==> src/rtl/fpmm_pkg.sv <==
package fpmm_pkg;
  localparam int DW = 64;
  localparam int SW = 32;
  localparam int IW = 32;
  localparam int DP_EXP_W = 11;
  localparam int SP_EXP_W = 8;
  localparam int DP_MAN_W = DW - 1 - DP_EXP_W;
  localparam int SP_MAN_W = SW - 1 - SP_EXP_W;
  localparam int MAG_W = DW - 1;

  localparam int OPC_LO = 20;
  localparam int OPC_W = 4;
  localparam logic [OPC_W-1:0] OPC_VAL = 4'h4;
  localparam int CP_LO = 9;
  localparam int CP_W = 3;
  localparam logic [CP_W-1:0] CP_VAL = 3'b101;
  localparam int ZERO_BIT = 4;
  localparam int SIZE_BIT = 8;
  localparam int MIN_BIT = 6;

  localparam logic [DW-1:0] DP_QNAN = {1'b0, {DP_EXP_W{1'b1}}, 1'b1, {(DP_MAN_W-1){1'b0}}};
  localparam logic [SW-1:0] SP_QNAN = {1'b0, {SP_EXP_W{1'b1}}, 1'b1, {(SP_MAN_W-1){1'b0}}};

  typedef struct packed {
    logic             sign;
    logic             nan;
    logic             zero;
    logic [MAG_W-1:0] mag;
  } fp_view_t;

  function automatic fp_view_t view_of(input logic [DW-1:0] x, input logic dbl);
    fp_view_t v;
    if (dbl) begin
      v.sign = x[DW-1];
      v.mag  = x[MAG_W-1:0];
      v.nan  = (&x[DW-2 -: DP_EXP_W]) && (|x[DP_MAN_W-1:0]);
    end else begin
      v.sign = x[SW-1];
      v.mag  = {{(MAG_W-SW+1){1'b0}}, x[SW-2:0]};
      v.nan  = (&x[SW-2 -: SP_EXP_W]) && (|x[SP_MAN_W-1:0]);
    end
    v.zero = (v.mag == '0);
    return v;
  endfunction

  // strictly-less on two non-NaN views; zeros of either sign tie
  function automatic logic below(input fp_view_t a, input fp_view_t b);
    if (a.nan || b.nan) return 1'b0;
    if (a.zero && b.zero) return 1'b0;
    if (a.sign != b.sign) return a.sign;
    if (!a.sign) return a.mag < b.mag;
    return a.mag > b.mag;
  endfunction
endpackage

==> src/rtl/fpmm_decode.sv <==
module fpmm_decode
  import fpmm_pkg::*;
(
  input  logic [IW-1:0] instr,
  output logic          known,
  output logic          dbl,
  output logic          take_min
);
  always_comb begin
    known    = (instr[OPC_LO +: OPC_W] == OPC_VAL) &&
               (instr[CP_LO +: CP_W] == CP_VAL) &&
               !instr[ZERO_BIT];
    dbl      = instr[SIZE_BIT];
    take_min = instr[MIN_BIT];
  end
endmodule

==> src/rtl/fpmm_classify.sv <==
module fpmm_classify
  import fpmm_pkg::*;
#(
  parameter int N_OPS = 2
) (
  input  logic [N_OPS-1:0][DW-1:0] ops,
  input  logic                     dbl,
  output fp_view_t [N_OPS-1:0]     views
);
  for (genvar i = 0; i < N_OPS; i++) begin : g_op
    assign views[i] = view_of(ops[i], dbl);
  end
endmodule

==> src/rtl/fpmm_select.sv <==
module fpmm_select
  import fpmm_pkg::*;
(
  input  fp_view_t        va,
  input  fp_view_t        vb,
  input  logic [DW-1:0]   opa,
  input  logic [DW-1:0]   opb,
  input  logic            dbl,
  input  logic            take_min,
  output logic            pick_a,
  output logic            tie,
  output logic            nan_out,
  output logic [DW-1:0]   value
);
  logic a_lt_b, b_lt_a, a_wins, b_wins;
  logic [DW-1:0] chosen, a_fmt, b_fmt;

  always_comb begin
    a_lt_b = below(va, vb);
    b_lt_a = below(vb, va);
    a_wins = (take_min ? a_lt_b : b_lt_a) || vb.nan;
    b_wins = (take_min ? b_lt_a : a_lt_b) || va.nan;
    tie    = !a_wins && !b_wins;
    if (a_wins)       pick_a = 1'b1;
    else if (b_wins)  pick_a = 1'b0;
    else              pick_a = take_min ? va.sign : !va.sign;

    a_fmt  = dbl ? opa : {{(DW-SW){1'b0}}, opa[SW-1:0]};
    b_fmt  = dbl ? opb : {{(DW-SW){1'b0}}, opb[SW-1:0]};
    chosen = pick_a ? a_fmt : b_fmt;
    nan_out = pick_a ? va.nan : vb.nan;
    if (nan_out) value = dbl ? DP_QNAN : {{(DW-SW){1'b0}}, SP_QNAN};
    else         value = chosen;
  end
endmodule

==> src/rtl/fp_minmax_unit.sv <==
module fp_minmax_unit
  import fpmm_pkg::*;
(
  input  logic          clk,
  input  logic          rst_n,
  input  logic          in_valid,
  input  logic [31:0]   instr,
  input  logic [63:0]   opa,
  input  logic [63:0]   opb,
  output logic          res_valid,
  output logic          bad_enc,
  output logic [63:0]   result
);
  logic known, dbl, take_min;
  fp_view_t [1:0] views;
  logic pick_a, tie, nan_out;
  logic [DW-1:0] value;
  logic dbl_q;
  logic accept;

  fpmm_decode u_dec (.instr(instr), .known(known), .dbl(dbl), .take_min(take_min));

  fpmm_classify #(.N_OPS(2)) u_cls (.ops({opb, opa}), .dbl(dbl), .views(views));

  fpmm_select u_sel (
    .va(views[0]), .vb(views[1]), .opa(opa), .opb(opb), .dbl(dbl),
    .take_min(take_min), .pick_a(pick_a), .tie(tie), .nan_out(nan_out), .value(value)
  );

  assign accept = in_valid && known;

  always_ff @(posedge clk) begin
    if (!rst_n) begin
      res_valid <= 1'b0;
      bad_enc   <= 1'b0;
      result    <= '0;
      dbl_q     <= 1'b0;
    end else begin
      res_valid <= accept;
      bad_enc   <= in_valid && !known;
      if (accept) begin
        result <= value;
        dbl_q  <= dbl;
      end
    end
  end
endmodule

==> config.mk <==
export PLATFORM = sky130hd
export DESIGN_NAME = fp_minmax_unit
export DESIGN_NICKNAME = d
export VERILOG_FILES = /design/src/rtl/fpmm_pkg.sv /design/src/rtl/fpmm_decode.sv /design/src/rtl/fpmm_classify.sv /design/src/rtl/fpmm_select.sv /design/src/rtl/fp_minmax_unit.sv
export SDC_FILE = /design/constraint.sdc
export NUM_CORES = 1
export LEC_CHECK = 0
export ABC_AREA = 1
export BUFFER_PORTS_ARGS = -buffer_cell sky130_fd_sc_hd__buf_2
export CAP_MARGIN = 10
export CORE_ASPECT_RATIO = 1.2
export CORE_MARGIN = 2
export CORE_UTILIZATION = 45
export DETAILED_ROUTE_END_ITERATION = 8
export PLACE_DENSITY = 0.74
export SETUP_SLACK_MARGIN = 0.4
export SYNTH_ARGS = -nofsm -noshare
export SYNTH_HDL_FRONTEND = slang
export SYNTH_SLANG_ARGS = --single-unit
==> constraint.sdc <==
create_clock -name clk -period 4.02 [get_ports clk]
set_clock_uncertainty 0.1 [all_clocks]
set_input_delay 0.804 -clock clk [delete_from_list [all_inputs] [get_ports clk]]
set_output_delay 0.804 -clock clk [all_outputs]
set_load 0.005 [all_outputs]
Word-level counts from Yosys, hierarchy flattened

Index checks and enable logic that the tools add are counted.
Widths: inputs -> output; s select.

Input bits: 163
Output and inout bits: 66
Bits in registers: 66
Word-level logic and storage cells: 82

Equal/unequal tests: 4
Muxes and demuxes: 46
Order comparisons: 4
Reduce and logical (&&, ||, !) cells: 25

Operator list:

| cell               | number |
|---|---|
| $mux 64            | 4 |
| $mux 63            | 3 |
| $gt 63x63->1       | 2 |
| $logic_not 63->1   | 2 |
| $lt 63x63->1       | 2 |
| $reduce_or 52->1   | 2 |
| $reduce_or 23->1   | 2 |
| $mux 1             | 37 |
| $reduce_and 11->1  | 2 |
| $reduce_and 8->1   | 2 |
| $logic_and 1x1->1  | 9 |
| $eq 4x3->1 const B | 1 |
| $mux 2             | 2 |
| $eq 3x3->1 const B | 1 |
| $logic_not 1->1    | 3 |
| $logic_or 1x1->1   | 3 |
| $ne 1x1->1         | 2 |

Logic depth before layout (Yosys ltp)

Word-level depth: 21
Depth in mapped cells: 26
Mapped depth without buffers: 21

Hierarchy

Synthesis repeated with hierarchy kept, for this count alone.

Cell total of the unflattened synthesis: 1497
Area, all modules: 7971.4 um2

Modules (own cells, without submodules):

| module         | area an instance (um2) | sequential area each (um2) | cells each | times used |
|---|---|---|---|---|
| fpmm_select    | 3372.0                 | 0.0                        | 672        | 1 |
| fp_minmax_unit | 2698.8                 | 1321.3                     | 412        | 1 |
| fpmm_classify  | 1849.3                 | 0.0                        | 402        | 1 |
| fpmm_decode    | 51.3                   | 0.0                        | 11         | 1 |

Worst setup path after synthesis

Ideal clock, no wire load.

Path kind: in2reg
Start: input port instr[8]
End: register result[26]
Slack: 0.780 ns
Buffers on the path: 5
Required time: 3.805 ns
Stages on the path: 20
Setup time: 0.115 ns
Arrival time: 3.025 ns
Path through: buf_6 -> buf_6 -> buf_6 -> nand2_1 -> inv_1 -> ha_1 -> nand4_1 -> nor2_1 -> nand3_1 -> nor3_1 -> nand2_1 -> nand2_1 -> nand2_1 -> nand2_1 -> nand3_4 -> nand2_4 -> buf_6 -> buf_6 -> o21ai_0 -> o21a_1

Longest elaborated chain between the ends: 16
Elaborated cells between the ends (all ways): 56
Those cells by class: order compare (4); eq/ne (2); mux (43); reduce/logical (7)

Ends and longest elaborated chain:

| what                                                                  | line                 | source |
|---|---|---|
| start, declared                                                       | fp_minmax_unit.sv:7  | `input logic [31:0] instr,` |
| parallel branches: the longest is 15 deep, another holds $lt 63x63->1 | -                    |  |
| $mux 64 (*)                                                           | fpmm_select.sv:32    | `if (nan_out) value = dbl ? DP_QNAN : {{(DW-SW){1'b0}}, SP_QNAN};` |
| end signal, assigned                                                  | fp_minmax_unit.sv:42 | `result <= value;` |
| end, declared                                                         | fp_minmax_unit.sv:12 | `output logic [63:0] result` |

Every way passes the cells marked *. The select of a mux whose other input is x is not followed.
A chain may end at the register's enable or synchronous reset.

Worst setup path after layout

Start: input port instr[8]
End: register result[23]

Same word-level chain as after synthesis.

==> run_results.csv <==
group,metric,value,unit
status,outcome,"complete, no violations",
sta,whs,0.361,ns
routing,routed_wl,19.6,mm
critical_path,endpoint_kind,"flip-flop",
final_layout,nets,1507,
critical_path,cp.arrival,3.51,ns
final_layout,syn_to_final_growth,22.9,%
floorplanning,pin_count,229,
clocking,cts_buffers,9,
grt,grt_pass1_wl,31.7,mm
routing,avgViaCountPerCell,5.03,
sta,slew_violations,0,
pwr,p_total,2060,uW
worst_hold_path,min_path_cells,2,
clocking,clk_pin_slew,0.05,ns
final_layout,drive_gt1_share,19.1,%
place,place.port_buffers,206,
floorplanning,rows,47,
grt,grt_pass1_vias,6818,
final_layout,instances_no_fill,1457,
pwr,power_density,266,mW/mm2
routing,ant_nets,0,
grt,overflow,0,
place,place_hpwl,15.6,mm
sta,tns,0,ns
final_layout,fillerInstances,1480,
worst_hold_path,hold_path.class,"flip-flop to flip-flop",
synthesis,synth_area_leader_cell,"nand2_1",
clocking,cts_root_buffer,"clkbuf_16",
synthesis,yosysMostFrequentCell,"nand2_1",
clocking,cts.htree.levels,3,
place,place_ws,0.0118,ns
floorplanning,die-area,0.0150,mm2
sta,finalSetupViolations,0,
synthesis,yosysWarnings,0,
synthesis,synthesis.nets,1318,
routing,first_iter_violations,478,
pwr,p_leak,0.00447,uW
sta,clock.fmax,300,MHz
clocking,cts_hold_buf,0,
clocking,cts_sinks,66,
pwr,ir_worst_vdd,0.234,mV
synthesis,synthTopCellsByArea,"nand2_1 (24%), dfxtp_1 (21%), ha_1 (12%)",
synthesis,yosys_most_used_dff,"dfxtp_1",
synthesis,yosysSeqAreaShare,20.9,%
place,gp_congestion,0.935,
routing,drc,0,
sta,relSlewSlack,64.7,%
synthesis,synthCells,1092,
synthesis,ys_ff_latch,66,
routing,vias,7330,
sta,fin_crit,3.34,ns
floorplanning,die_w,112,um
floorplanning,die-height,134,um
critical_path,r2r_cells,2,
critical_path,cp-start-kind,"primary input",
grt,grtUsageTotal,25.6,%
clocking,clock_latency,0.33,ns
critical_path,cp_max_fo,30,
synthesis,synthTopCellsByCount,"nand2_1 (410), inv_1 (132), nor2_1 (127)",
sta,worstMarginPinSlew,0.524,ns
flow_run,timing.max_cap.violations,0,
synthesis,avgSynthCellArea,5.79,um2
floorplanning,initial_core_util,45.9,%
synthesis,syn_area,0.00632,mm2
sta,finalHoldViolCount,0,
clocking,cts_max_path_buffers,2,
grt,grt_max_degree,45,
sta,layout_setup_ws,0.684,ns
sta,rsz0062_at_grt,"no",
critical_path,crit_required,4.19,ns
place,dp.cells,1441,
grt,antenna_found_initial,1,
synthesis,yosysUniqueCellTypes,26,
synthesis,synth_edf_count,0,
floorplanning,fp.coreArea,0.0138,mm2
critical_path,path_class,"primary input to flip-flop",
routing,wl_per_cell,13.4,um
routing,firstDrtPassIters,7,
synthesis,yosysTopAreaCellShare,24.4,%
sta,period_share,83.0,%
clocking,cts_tree,"built",
synthesis,ys_async_sr_fraction,0,%
==> flip-flops by register name, summed over array words and instances (netlist names) <==
name	flops
result	64
bad_enc	1
res_valid	1
==> routing by layer <==
layer	share of wire [%]	wire (um)	track usage, %	vias to the layer above
li1	-	-	-	3833
met1	43	8450	31.9	3214
met2	49	9520	45.3	249
met3	5.6	1100	3.48	34
met4	2.5	495	8.94	0
met5	0	0	0	-
==> cells in the final DEF, fill, tap and decap left out, types with 5 or more instances in the layout <==
cell type and count:
inv_1 132, ha_1 63, a21oi_1 68, nand4_1 14, nor3_1 5, nand3_1 70
nand2_2 7, nand2_1 408, clkbuf_16 9, buf_4 11, dfxtp_1 66, o21ai_0 26
nor2_1 127, nor4_1 14, o21a_1 32, buf_2 205
==> area by class of cell <==
type,instances,area [um2],area share [%]
Multi-Input combinational cell,849,4240,54.6
Timing Repair Buffer,222,1200,15.5
Sequential cell,66,1320,17.0
Clock buffer,10,229,2.95
Tap cell,171,214,2.75
Clock inverter,5,56.3,0.725
Antenna cell,1,2.50,0.0322
Inverter,133,499,6.43
==> metrics by stage <==
stage | utilization [%] | cell area, um2
after CTS | 56.2 | 7730
after global routing | 56.4 | 7770
after detailed placement | 54.1 | 7440
final | 56.4 | 7770
after global placement | 54.1 | 7440
after floorplan | - | 6320
==> power breakdown <==
group | internal, uW | total, uW | leakage, uW | switching (uW)
Clock | 475 | 774 | 0.000138 | 299
Combinational | 237 | 632 | 0.00380 | 396
Sequential | 656 | 656 | 0.000532 | 0.559
Total | 1370 | 2060 | 0.00447 | 695
==> critical path: stages <==
cell,delay [ns]
buf_6,0.20
buf_4,0.29
nand2_1,0.14
ha_1,0.29
nand2_1,0.05
inv_1,0.07
nand3_1,0.09
nor2_1,0.13
nand3_1,0.09
nor3_1,0.13
nand2_1,0.07
nand2_1,0.09
nand2_1,0.05
nand2_1,0.10
nand3_4,0.11
nand2_8,0.20
buf_12,0.20
nand2_1,0.06
o21ai_0,0.13
nor2_1,0.09
nor2_1,0.09
==> worst paths after layout <==
check	startpoint	to	slack (ns)
min	result[11]	result[11]	0.36
max reg2reg	result[26]	result[26]	3.22
min reg2reg	result[11]	result[11]	0.36
max	instr[8]	result[23]	0.68
==> logic make-up after synthesis <==
logic type               share of synthesized area (%)
AND/OR/NAND/NOR                                   41.9
buffers and inverters                             12.1
flip-flops                                        20.9
XOR/XNOR                                         0.277
adder cells (fa/ha/maj)                           12.5
AO/OA/AOI/OAI                                     12.3
==> repair_timing <==
action                                  in CTS  in global routing
buffers inserted                             0                  0
resized for setup                            1                  8
endpoints found under the setup margin      22                 64
Note: power is estimated with default switching activity, not from simulation.
